==> src/rtl/sata_srst_pkg.sv <==
package sata_srst_pkg;

  typedef enum logic {
    PS_RUN   = 1'b0,
    PS_RESET = 1'b1
  } port_state_e;

  localparam int          CTRL_SRST_BIT = 2;
  localparam logic [7:0]  TFD_AT_RESET  = 8'h7F;
  localparam logic [7:0]  TFD_GOOD      = 8'h50;
  localparam logic [31:0] SIG_AT_RESET  = 32'hFFFF_FFFF;

  function automatic logic ctrl_srst(input logic [7:0] ctrl);
    return ctrl[CTRL_SRST_BIT];
  endfunction

  function automatic logic [31:0] sig_pack(input logic [7:0] hi, input logic [7:0] lo,
                                           input logic [7:0] cnt, input logic [7:0] num);
    return {hi, lo, cnt, num};
  endfunction

endpackage

==> src/rtl/srst_fsm.sv <==
module srst_fsm
  import sata_srst_pkg::*;
(
  input  logic        clk,
  input  logic        rst_n,
  input  logic        frm_valid,
  input  logic        frm_bad,
  input  logic [7:0]  frm_ctrl,
  input  logic        frm_clr_busy,
  input  logic        comreset,
  output port_state_e state,
  output logic        port_rst_ev,
  output logic        srst_clr_ev
);

  logic good_frm;
  logic srst_bit;
  logic enter_reset;
  logic frame_rst_ev;

  assign good_frm     = frm_valid && !frm_bad;
  assign srst_bit     = ctrl_srst(frm_ctrl);
  assign enter_reset  = good_frm && (state == PS_RUN) && srst_bit;
  assign frame_rst_ev = good_frm && (state == PS_RESET) && !srst_bit;
  assign port_rst_ev  = frame_rst_ev || comreset;
  assign srst_clr_ev  = enter_reset && frm_clr_busy;

  always_ff @(posedge clk) begin
    if (!rst_n) begin
      state <= PS_RUN;
    end else if (port_rst_ev) begin
      state <= PS_RUN;
    end else if (enter_reset) begin
      state <= PS_RESET;
    end
  end

endmodule

==> src/rtl/pxci_tracker.sv <==
module pxci_tracker #(
  parameter int SLOTS  = 32,
  localparam int SLOT_W = $clog2(SLOTS)
) (
  input  logic              clk,
  input  logic              rst_n,
  input  logic              issue_we,
  input  logic [SLOTS-1:0]  issue_mask,
  input  logic              cmpl_valid,
  input  logic [SLOT_W-1:0] cmpl_slot,
  input  logic              clr_valid,
  input  logic [SLOT_W-1:0] clr_slot,
  input  logic              zero_all,
  output logic [SLOTS-1:0]  cmd_issue
);

  function automatic logic [SLOTS-1:0] slot_bit(input logic [SLOT_W-1:0] s);
    logic [SLOTS-1:0] m;
    m = '0;
    m[s] = 1'b1;
    return m;
  endfunction

  logic [SLOTS-1:0] set_m;
  logic [SLOTS-1:0] drop_m;

  assign set_m  = issue_we ? issue_mask : '0;
  assign drop_m = (cmpl_valid ? slot_bit(cmpl_slot) : '0) |
                  (clr_valid  ? slot_bit(clr_slot)  : '0);

  for (genvar i = 0; i < SLOTS; i++) begin : g_slot
    always_ff @(posedge clk) begin
      if (!rst_n || zero_all) begin
        cmd_issue[i] <= 1'b0;
      end else begin
        cmd_issue[i] <= (cmd_issue[i] || set_m[i]) && !drop_m[i];
      end
    end
  end

endmodule

==> src/rtl/diag_timer.sv <==
module diag_timer #(
  parameter int W = 16
) (
  input  logic         clk,
  input  logic         rst_n,
  input  logic         start,
  input  logic [W-1:0] load_val,
  output logic         fire
);

  logic         pending;
  logic [W-1:0] cnt;

  assign fire = pending && (cnt == '0);

  always_ff @(posedge clk) begin
    if (!rst_n) begin
      pending <= 1'b0;
      cnt     <= '0;
    end else if (start) begin
      pending <= 1'b1;
      cnt     <= load_val;
    end else if (fire) begin
      pending <= 1'b0;
    end else if (pending) begin
      cnt <= cnt - 1'b1;
    end
  end

endmodule

==> src/rtl/sata_srst_port.sv <==
module sata_srst_port
  import sata_srst_pkg::*;
#(
  parameter int SLOTS  = 32,
  parameter int DIAG_W = 16,
  localparam int SLOT_W = $clog2(SLOTS)
) (
  input  logic              clk,
  input  logic              rst_n,
  input  logic              issue_we,
  input  logic [SLOTS-1:0]  issue_mask,
  input  logic              cmpl_valid,
  input  logic [SLOT_W-1:0] cmpl_slot,
  input  logic              frm_valid,
  input  logic              frm_bad,
  input  logic [7:0]        frm_ctrl,
  input  logic              frm_clr_busy,
  input  logic [SLOT_W-1:0] frm_slot,
  input  logic              comreset,
  input  logic [DIAG_W-1:0] diag_cycles,
  input  logic [7:0]        tf_cyl_hi,
  input  logic [7:0]        tf_cyl_lo,
  input  logic [7:0]        tf_sec_cnt,
  input  logic [7:0]        tf_sec_num,
  output logic [SLOTS-1:0]  cmd_issue,
  output logic [7:0]        tfd,
  output logic [31:0]       sig,
  output logic              in_reset,
  output logic              init_d2h_sent,
  output logic              d2h_strobe
);

  port_state_e state;
  logic        port_rst_ev;
  logic        srst_clr_ev;
  logic        d2h_fire;

  srst_fsm u_fsm (
    .clk          (clk),
    .rst_n        (rst_n),
    .frm_valid    (frm_valid),
    .frm_bad      (frm_bad),
    .frm_ctrl     (frm_ctrl),
    .frm_clr_busy (frm_clr_busy),
    .comreset     (comreset),
    .state        (state),
    .port_rst_ev  (port_rst_ev),
    .srst_clr_ev  (srst_clr_ev)
  );

  pxci_tracker #(.SLOTS(SLOTS)) u_pxci (
    .clk        (clk),
    .rst_n      (rst_n),
    .issue_we   (issue_we),
    .issue_mask (issue_mask),
    .cmpl_valid (cmpl_valid),
    .cmpl_slot  (cmpl_slot),
    .clr_valid  (srst_clr_ev),
    .clr_slot   (frm_slot),
    .zero_all   (port_rst_ev),
    .cmd_issue  (cmd_issue)
  );

  diag_timer #(.W(DIAG_W)) u_diag (
    .clk      (clk),
    .rst_n    (rst_n),
    .start    (port_rst_ev),
    .load_val (diag_cycles),
    .fire     (d2h_fire)
  );

  assign in_reset = (state == PS_RESET);

  always_ff @(posedge clk) begin
    if (!rst_n || port_rst_ev) begin
      tfd           <= TFD_AT_RESET;
      sig           <= SIG_AT_RESET;
      init_d2h_sent <= 1'b0;
      d2h_strobe    <= 1'b0;
    end else if (d2h_fire) begin
      tfd           <= TFD_GOOD;
      sig           <= sig_pack(tf_cyl_hi, tf_cyl_lo, tf_sec_cnt, tf_sec_num);
      init_d2h_sent <= 1'b1;
      d2h_strobe    <= 1'b1;
    end else begin
      d2h_strobe    <= 1'b0;
    end
  end

endmodule

==> config.mk <==
export PLATFORM = sky130hd
export DESIGN_NAME = sata_srst_port
export DESIGN_NICKNAME = d
export VERILOG_FILES = /design/src/rtl/sata_srst_pkg.sv /design/src/rtl/srst_fsm.sv /design/src/rtl/pxci_tracker.sv /design/src/rtl/diag_timer.sv /design/src/rtl/sata_srst_port.sv
export SDC_FILE = /design/constraint.sdc
export NUM_CORES = 1
export LEC_CHECK = 0
export BUFFER_PORTS_ARGS = -buffer_cell sky130_fd_sc_hd__buf_4
export CAP_MARGIN = 20
export CORE_UTILIZATION = 51
export DETAILED_ROUTE_END_ITERATION = 10
export PLACE_DENSITY = 0.87
export RECOVER_POWER = 25
export REMOVE_ABC_BUFFERS = 1
export SLEW_MARGIN = 30
export SYNTH_ARGS = -nofsm -noshare
export SYNTH_HDL_FRONTEND = slang
export SYNTH_HIERARCHICAL = 1
export SYNTH_SLANG_ARGS = --single-unit
export TNS_END_PERCENT = 5
==> constraint.sdc <==
create_clock -name clk -period 4.3 [get_ports clk]
set_input_delay 0.43 -clock clk [delete_from_list [all_inputs] [get_ports clk]]
set_output_delay 0.43 -clock clk [all_outputs]
set_load 0.02 [all_outputs]
==> metrics.cfg, run 1 <==
[synthesis]
avgSynthCellArea_um2=9.18
synth_edf_count=0
yosys_warnings=6
synthDistinctLibCells=60
synthCells=441
synth_area_um2=4050
ys_seq_area_share_pct=42.0
synth.area.top_cells=dfxtp_1 42%, mux2i_1 8.4%, a21oi_1 7.0%, a211o_1 3.5%, nand2_1 3.3%
yosysTopAreaCell=dfxtp_1
synthArstFlopShare_pct=0
yosysTopAreaCellShare_pct=42.0
ys.flop_type=dfxtp_1
ys_ff_latch=85

[floorplanning]
dieArea_um2=8300
die_h_um=91.1
ios=181
initial_core_util_pct=52.7
row_count=32
die_w_um=91.1
core-area_um2=7690

[critical_path]
worst_path_largest_cell_delay_ns=0.47
crit_path_cell_trace=inv_1 -> ha_1 -> nor3b_2 -> nand4_1 -> nor3_2 -> buf_4 -> mux2i_1 -> nand2_1
critPathKind=register to register
crit_path_top_delay_cell=buf_4
critPathTopFamily=simple AND/OR/NAND/NOR gates
worstPathMaxFanout=35
worst_setup_path_end_kind=register
start_kind=register
cp.required_ns=4.52
arrival_ns=2.64
path_buf_inv=2

[pwr]
total_power_uw=1680
swShare_pct=27.2
power_leakage_uw=0.00204
p_switching_uw=457
clkPwrFrac_pct=34.9
vdd_drop_max_uv=170
seqPwrFrac_pct=49.9
powerDensity_nw_per_um2=318
p_comb_share_pct=15.2
p_int_uw=1220

[final_layout]
area_growth_pct=30.5
fin_cells=703
drive_gt1_share_pct=27.6
diodes=0
fillers=665
final_nets=703

[sta]
post-route-period-util_pct=56.3
fmax_mhz=413
fin_skew_ns=0.00985
setup_violations=0
hold_viol=0
report.final.slew_viol_count=0
fin_crit_ns=2.42
rsz0062_at_grt=no
worstMarginPinSlew_ns=0.949
relSlewSlack_pct=36.6
setup-tns-final_ns=0
setup_slack_ns=1.88

[drt]
antenna_left=0
firstDrtPassIters=5
drt-total-wl_um=11300
vias=3984
viasPerCell=5.67
drt_iter0_markers=210
drt-wirelength-per-cell_um=16.1
drc_errors=0

[placed_design]
place_hpwl_um=8110
post-place-ws_ns=1.89
gp_congestion=0.905
place_inst=687
portBuffers=170

[clocking]
post-cts-setup-buffers=0
cts_resized=0
htreeDepth=3
cts_root_buf=clkbuf_8
cts_made_buffers=9
cts_hold_buf=0
cts_buffer_depth=2
clk_latency_ns=0.35
clk_pin_slew_ns=0.09
cts_sinks=85
cts_tree=done

[global_routing]
grt_pass1_wl_um=18000
antenna_found_initial=0
grt_max_degree=36
grt_pass1_vias=3731
overflow=0
gr-usage-all-layers_pct=26.8

[min_path]
hp-class=input pin to register

[status]
status=finished clean

[run]
cap_viol_max_count=0

-- flip-flops by register name, summed over array words and instances (netlist names) --
name              count
u_diag/pending        1
u_diag/cnt           16
u_pxci/cmd_issue     32
tfd                   1
u_fsm/state           1
init_d2h_sent         1
d2h_strobe            1
sig                  32
-- power groups by stage --
stage	Sequential, uW	Combinational [uW]	Clock, uW
detailed placement	857	256	0
floorplan	864	112	0
finish	839	256	586
global route	843	277	629
global placement	855	248	0
CTS	838	257	596
-- cell usage in the layout (no fill, tap or decap), types with 3 or more instances in the layout --
cell       Yosys  routed
nand2_1       36      36
a2111oi_2      3       3
nand3b_1      11      11
nand4_1        7       7
clkbuf_8       1      10
conb_1         2       3
and3_1         3       3
a31oi_1        5       5
nor2_1        35      35
inv_1          7       7
nor3_1         7       6
or3_1          4       4
buf_4         12     134
clkbuf_1       4      38
or4_1          3       3
mux2i_1       34      34
nand3_1        8       8
nor3b_1        9      10
dfxtp_1       85      85
o21ai_0       18      18
a211o_1       16      16
and3b_1        3       3
a21oi_1       57      57
nor4_1        15      15
-- worst paths after layout --
| path | cells past startpoint | to | slack [ns] | start |
|---|---|---|---|---|
| min | 2 | u_fsm/state$_SDFFE_PP0P_ | 0.26 | comreset |
| min reg2reg | 1 | init_d2h_sent$_SDFFE_PP0P_ | 0.46 | init_d2h_sent$_SDFFE_PP0P_ |
| max reg2reg | 8 | sig[13]$_SDFFE_PP1P_ | 1.88 | u_diag/cnt[0]$_SDFFE_PN0P_ |
| max | 8 | sig[13]$_SDFFE_PP1P_ | 1.88 | u_diag/cnt[0]$_SDFFE_PN0P_ |
-- layer usage --
| metal | routed length (um) | up-vias | share of wire (%) | global-route usage (%) |
|---|---|---|---|---|
| met5 | 0 | - | 0 | 0 |
| met4 | 297 | 0 | 2.6 | 11.9 |
| met3 | 781 | 31 | 6.9 | 6.03 |
| met2 | 5520 | 174 | 49 | 44.8 |
| met1 | 4690 | 1846 | 42 | 33.1 |
| li1 | - | 1933 | - | - |
-- cells by family after synthesis --
group | count (synthesis) | share of synthesized area, %
AO/OA/AOI/OAI | 113 | 17.5
multiplexers | 34 | 8.41
other | 2 | 0.185
XOR/XNOR | 1 | 0.216
buffers and inverters | 36 | 7.05
flip-flops | 85 | 42.0
adder cells (fa/ha/maj) | 1 | 0.309
AND/OR/NAND/NOR | 169 | 24.3
-- Yosys cell counts (4+ instances only) --
master,number
or3_1,4
nand4_1,7
nand3b_1,11
a21oi_1,57
nor3b_1,9
a211o_1,16
buf_2,6
nor2_1,35
mux2i_1,34
dfxtp_1,85
nor3_1,7
clkbuf_1,4
a31oi_1,5
o21ai_0,18
nand3_1,8
inv_1,7
nor4_1,15
buf_4,12
nand2_1,36
-- metrics by stage --
stage,hold slack (ns),utilization [%],cell area (um2)
after CTS,0.247,70.7,5430
after floorplan,0.457,-,3790
after detailed placement,0.444,67.9,5220
final,0.263,68.7,5280
after global placement,0.436,67.9,5220
after global routing,0.251,68.7,5280
-- final cells by class --
type | count | area (um2) | share of cell area (%)
Inverter | 7 | 26.3 | 0.497
Clock buffer | 10 | 138 | 2.60
Multi-Input combinational cell | 321 | 2070 | 39.2
Timing Repair Buffer | 172 | 1150 | 21.7
Clock inverter | 6 | 71.3 | 1.35
Tap cell | 102 | 128 | 2.42
Sequential cell | 85 | 1700 | 32.2
Power figures use the tool's default switching activity.
==> inputs of run 2 (changes only) <==
CORE_UTILIZATION = 43   (was 51)
PLACE_DENSITY = 0.78   (was 0.87)
clock period = 1.98 ns   (was 4.3 ns; I/O delays follow)
==> metrics.cfg, run 2 (synthesis gave the netlist of run 1 again) <==
[status]
status=finished clean

[drt]
drt-wirelength-per-cell_um=16.0  ; -0.24%
firstDrtPassIters=4  ; -1
antenna_left=0  ; unchanged
viasPerCell=5.63  ; -0.60%
drt_iter0_markers=148  ; -30%
drc_errors=0  ; unchanged
vias=4174  ; +4.8%
drt-total-wl_um=11900  ; +5.2%

[min_path]
hp-class=input pin to register

[placed_design]
gp_congestion=0.864  ; -4.5%
portBuffers=170  ; unchanged
place_hpwl_um=8370  ; +3.2%
place_inst=717  ; +4.4%

[floorplanning]
initial_core_util_pct=44.0  ; -8.6 points
ios=181  ; unchanged
dieArea_um2=9810  ; +18%
row_count=35  ; +9.4%
core-area_um2=9200  ; +20%
die_w_um=99.0  ; +8.7%
die_h_um=99.0  ; +8.7%

[final_layout]
drive_gt1_share_pct=33.2  ; +5.6 points
final_cell_mix=161 x buf_4, 83 x dfxtp_1, 57 x a21oi_1
layout_commonest_cell=buf_4
fillers=788  ; +18%
fin_cells=741  ; +5.4%
area_growth_pct=39.4
diodes=0  ; unchanged
top_regs=sig x32, u_pxci/cmd_issue x32, u_diag/cnt x16
final_nets=732  ; +4.1%

[critical_path]
rrSetupSlack_ns=0.08  ; -1.80 ns
worst_path_largest_cell_delay_ns=0.34  ; -0.13 ns
cp.required_ns=2.21  ; -2.31 ns
crit_path_top_delay_cell=dfxtp_2
worst_setup_path_end_kind=register
worstPathMaxFanout=8  ; -77%
arrival_ns=2.13  ; -0.51 ns
critPathKind=register to register
crit_path_cell_trace=inv_2 -> ha_4 -> nor3b_4 -> nand4_1 -> nor3_4 -> buf_6 -> clkbuf_16 -> mux2i_1 -> nand2_1
start_kind=register

[clocking]
clk_latency_ns=0.34  ; about the same
cts_made_buffers=9  ; unchanged
htreeDepth=3  ; unchanged
cts_root_buf=clkbuf_8
cts_sinks=85  ; unchanged
cts_buffer_depth=2  ; unchanged
clk_pin_slew_ns=0.08  ; about the same
cts_tree=done
cts_hold_buf=0  ; unchanged

[global_routing]
gr-usage-all-layers_pct=22.6  ; -4.3 points
grt_pass1_vias=3816  ; +2.3%
grt_pass1_wl_um=17800  ; -1.1%
overflow=0  ; unchanged
antenna_found_initial=0  ; unchanged
grt_max_degree=36  ; unchanged

[sta]
fin_skew_ns=0.0116  ; +0.00173 ns
setup_violations=0  ; unchanged
report.final.slew_viol_count=0  ; unchanged
hold_viol=0  ; unchanged
setup-tns-final_ns=0  ; unchanged
fin_crit_ns=1.90  ; -0.520 ns
rsz0062_at_grt=yes
fmax_mhz=526  ; +27%
relSlewSlack_pct=58.2  ; +22 points
worstMarginPinSlew_ns=0.626  ; -0.322 ns
worst_hold_slack_ns=0.0273  ; -0.236 ns
post-route-period-util_pct=96.0  ; +40 points

[pwr]
power_leakage_uw=0.00223  ; +9.0%
powerDensity_nw_per_um2=633  ; +99%
vdd_drop_max_uv=305  ; +79%

[run]
cap_viol_max_count=0  ; unchanged

run 2: cell count changes in the layout (fill, tap and decap cells not counted), moves of 2 or more:
| cell | change |
|---|---|
| clkbuf_16 | +2 |
| buf_4 | +27 |
| inv_1 | -2 |
| clkinvlp_4 | +2 |
| dfxtp_2 | +2 |
| clkbuf_1 | -6 |
| buf_6 | +3 |
| buf_12 | +4 |
| mux2i_2 | +3 |
| clkinv_4 | -2 |
| dfxtp_1 | -2 |
| inv_2 | +2 |
| mux2i_1 | -3 |
run 2: power breakdown:
group	switching (uW)	total, uW	internal [uW]
logic	309	636	327
registers	54.2	1820	1760
clock network	653	1120	465
total	1020	3570	2550
run 2: metal layers:
layer	global-route usage (%)	wire length [um]	up-vias
met5	0	0	-
li1	-	-	2000
met1	28.6	5060	1936
met2	37.6	5730	212
met4	10.2	281	0
met3	3.76	802	26
run 2: critical path: cells and delay by family, from the launching register on:
family        cells  cell delay (ns)
buf+inv           3             0.40
flops             1             0.34
fa+ha+maj         1             0.13
mux               1             0.18
simple gates      4             0.74
run 2: path summary, 6_finish.rpt:
path,startpoint,endpoint,cells after the start
min,comreset,u_fsm/state$_SDFFE_PP0P_,2
min reg2reg,sig[18]$_SDFFE_PP1P_,sig[18]$_SDFFE_PP1P_,2
max,u_diag/cnt[0]$_SDFFE_PN0P_,sig[27]$_SDFFE_PP1P_,9
max reg2reg,u_diag/cnt[0]$_SDFFE_PN0P_,sig[27]$_SDFFE_PP1P_,9
run 2: stage by stage:
step | area, um2 | total power [uW] | worst slack, ns | utilization (%)
global route | 5640 | 3740 | -0.0467 | 61.4
detailed placement | 5430 | 2470 | -0.00686 | 59.0
global placement | 5430 | 2450 | 0.0729 | 59.0
floorplan | 3790 | 2120 | -2.90 | -
finish | 5640 | 3570 | 0.0786 | 61.4
CTS | 5610 | 3590 | 0.0142 | 61.0
run 2: what timing repair did:
| item | in CTS | in global routing |
|---|---|---|
| setup buffers | 0 | 4 |
| endpoints found under the setup margin | 2 | 34 |
| cloned | 0 | 4 |
| pin swaps | 0 | 20 |
| resized for setup | 1 | 17 |
run 2: area by class of cell:
type / count / area (um2) / share of cell area, %
clock buffers: 10 / 128 / 2.26
clock inverters: 6 / 47.5 / 0.843
inverters: 7 / 26.3 / 0.466
multi-input cells: 321 / 2110 / 37.4
flip-flops and latches: 85 / 1700 / 30.2
well taps: 111 / 139 / 2.46
repair buffers: 201 / 1490 / 26.4
==> inputs of run 3 (changes only) <==
CORE_MARGIN = 2   (was default)
CORE_UTILIZATION = 42   (was 43)
PLACE_DENSITY = 0.77   (was 0.78)
SYNTH_HIERARCHICAL = default   (was 1)
==> metrics.cfg, run 3 <==
[final_layout]
drive_gt1_share_pct=30.0  ; -3.2 points
stdcell_area_um2=5430  ; -3.8%
diodes=0  ; unchanged
finish.utilization_pct=59.6  ; -1.7 points
fillers=848  ; +7.6%
multi_input_area_um2=2020  ; -4.2%
regArea_um2=1700  ; about the same
top_regs=sig x32, u_pxci.cmd_issue x32, u_diag.cnt x16
area_growth_pct=39.4  ; about the same
final_cell_mix=151 x buf_4, 84 x dfxtp_1, 72 x nand3_1
fin_cells=744  ; +0.40%
layout_commonest_cell=buf_4
final_nets=736  ; +0.55%

[clocking]
cts_made_buffers=9  ; unchanged
cts_buffer_depth=2  ; unchanged
cts_hold_buf=0  ; unchanged
clk_latency_ns=0.35  ; about the same
post-cts-setup-buffers=0  ; unchanged
cts_tree=done
cts_sinks=85  ; unchanged
cts_root_buf=clkbuf_8
clk_pin_slew_ns=0.09  ; about the same
htreeDepth=3  ; unchanged

[synthesis]
synthCells=464  ; +5.2%
yosysTopAreaCell=dfxtp_1
synthArstFlopShare_pct=0  ; unchanged
yosysTopAreaCellShare_pct=43.7  ; +1.6 points
synth.area.top_cells=dfxtp_1 44%, nand3_1 9.2%, a211oi_1 6.6%, o21ai_0 6.3%, a21oi_1 5.0%
synth_edf_count=0  ; unchanged
ys.flop_type=dfxtp_1
synth_most_common_cell=dfxtp_1
yosys_warnings=0  ; -6
ys_seq_area_share_pct=43.7  ; +1.6 points
synth_area_um2=3900  ; -3.8%
synthDistinctLibCells=48  ; -20%
ys_ff_latch=85  ; unchanged
avgSynthCellArea_um2=8.40  ; -8.5%
ys_top_cells_by_count=85 x dfxtp_1, 72 x nand3_1, 49 x o21ai_0

[min_path]
hp-class=input pin to register

[status]
status=finished clean

[critical_path]
crit_path_cell_trace=or4_4 -> buf_4 -> nor4_1 -> or4b_1 -> nand3_1
cp.required_ns=2.27  ; +0.06 ns
crit_path_top_delay_cell=or4_4
worstPathMaxFanout=6  ; -2
worst_path_largest_cell_delay_ns=0.58  ; +0.24 ns
critPathTopFamily=simple AND/OR/NAND/NOR gates
arrival_ns=2.20  ; +0.07 ns
worst_setup_path_end_kind=register
start_kind=register
path_buf_inv=1  ; -2
critPathKind=register to register

[floorplanning]
dieArea_um2=10100  ; +2.6%
die_w_um=100  ; +1.3%
die_h_um=100  ; +1.3%
initial_core_util_pct=42.8  ; -1.3 points
ios=181  ; unchanged
row_count=35  ; unchanged
core-area_um2=9110  ; -0.95%

[placed_design]
place_area_um2=5320  ; -2.0%
portBuffers=170  ; unchanged
gp_congestion=0.889  ; +2.9%
place_hpwl_um=8850  ; +5.7%
post-place-ws_ns=-0.208  ; -0.201 ns
place_inst=728  ; +1.5%

[global_routing]
gr-usage-all-layers_pct=23.7  ; +1.1 points
grt_max_degree=66  ; +83%
overflow=0  ; unchanged
antenna_found_initial=0  ; unchanged
grt_pass1_wl_um=19100  ; +7.7%
grt_pass1_vias=4076  ; +6.8%

[sta]
setup_slack_ns=0.0754  ; -0.00319 ns
report.final.slew_viol_count=0  ; unchanged
fin_skew_ns=0.00927  ; -0.00231 ns
fmax_mhz=525  ; -0.17%
fin_crit_ns=1.90  ; +0.00319 ns
relSlewSlack_pct=58.0  ; -0.17 points
post-route-period-util_pct=96.2  ; +0.16 points
rsz0062_at_grt=yes
hold_viol=0  ; unchanged
setup_violations=0  ; unchanged
worstMarginPinSlew_ns=0.621  ; -0.00507 ns

[drt]
antenna_left=0  ; unchanged
drt-wirelength-per-cell_um=16.3  ; +1.9%
drt_iter0_markers=239  ; +61%
vias=4264  ; +2.2%
drc_errors=0  ; unchanged
viasPerCell=5.73  ; +1.7%
drt-total-wl_um=12100  ; +2.3%
firstDrtPassIters=5  ; +1

[pwr]
powerDensity_nw_per_um2=705  ; +12%
total_power_uw=3830  ; +7.3%
vdd_drop_max_uv=307  ; +0.72%
power_leakage_uw=0.00207  ; -7.2%

[run]
cap_viol_max_count=0  ; unchanged

[run 3: cell types whose count changed after synthesis, moves of 18 or more]
cell | before | now
nand3_1 | 8 | 72
mux2i_1 | 34 | 0
a211oi_1 | 2 | 34
o21ai_0 | 18 | 49
o21ai_1 | 1 | 30
nand2_1 | 36 | 8
nor2_1 | 35 | 12
clkbuf_1 | 4 | 24
a21oi_1 | 57 | 39
[run 3: metal layers]
layer	wire length, um	GRT usage [%]	vias up	part of all wire [%]
met5	0	0	-	0
met4	279	9.80	0	2.3
met3	1020	5.92	23	8.4
met2	5790	39.4	191	48
met1	5050	29.3	1980	42
li1	-	-	2070	-
[run 3: cell type report]
type	instances	area share, %
timing repair buffer	192	24.4
clock buffer	10	2.53
multi-input combinational	334	37.2
sequential	85	31.4
clock inverter	5	1.38
tap	111	2.56
inverter	7	0.484
[run 3: power by group]
part	internal, uW	switching [uW]
clock network	732	605
logic	314	360
registers	1760	56.4
[run 3: per-stage QoR]
step | TNS, ns | hold WS [ns]
floorplan | -78.33 | 0.329
global placement | -0.364 | 0.428
detailed placement | -0.801 | 0.436
CTS | 0 | 0.0627
global route | -0.0590 | 0.0641
finish | 0 | 0.0773
[run 3: timing repair]
action,CTS,global route
setup endpoints to repair,6,39
gates resized for setup,1,6
pin swaps,0,1
cloned,0,1
[run 3: final timing paths]
path / to / slack [ns] / cells past startpoint / startpoint
max: u_diag.cnt[15]$_SDFFE_PN0P_ / 0.08 / 5 / u_diag.cnt[11]$_SDFFE_PN0P_
min: sig[16]$_SDFFE_PP1P_ / 0.08 / 3 / tf_cyl_lo[0]
max reg2reg: u_diag.cnt[15]$_SDFFE_PN0P_ / 0.08 / 5 / u_diag.cnt[11]$_SDFFE_PN0P_
min reg2reg: sig[7]$_SDFFE_PP1P_ / 0.49 / 2 / sig[7]$_SDFFE_PP1P_
[run 3: logic make-up (layout without fill, tap and decap cells)]
family	after synthesis	in the layout	share of synthesized area [%]
AOI/OAI and AO/OA	174	174	26.3
and+or+nand+nor	155	156	23.7
DFF	85	85	43.7
buffers and inverters	47	214	5.84
other	2	3	0.193
adders and majority gates	1	1	0.321
[run 3: worst reg2reg max path, cell delays in order, from the launching register on]
cell and delay (ns):
dfxtp_1 0.35, or4_4 0.58, buf_4 0.19, nor4_1 0.18
or4b_1 0.46, nand3_1 0.09
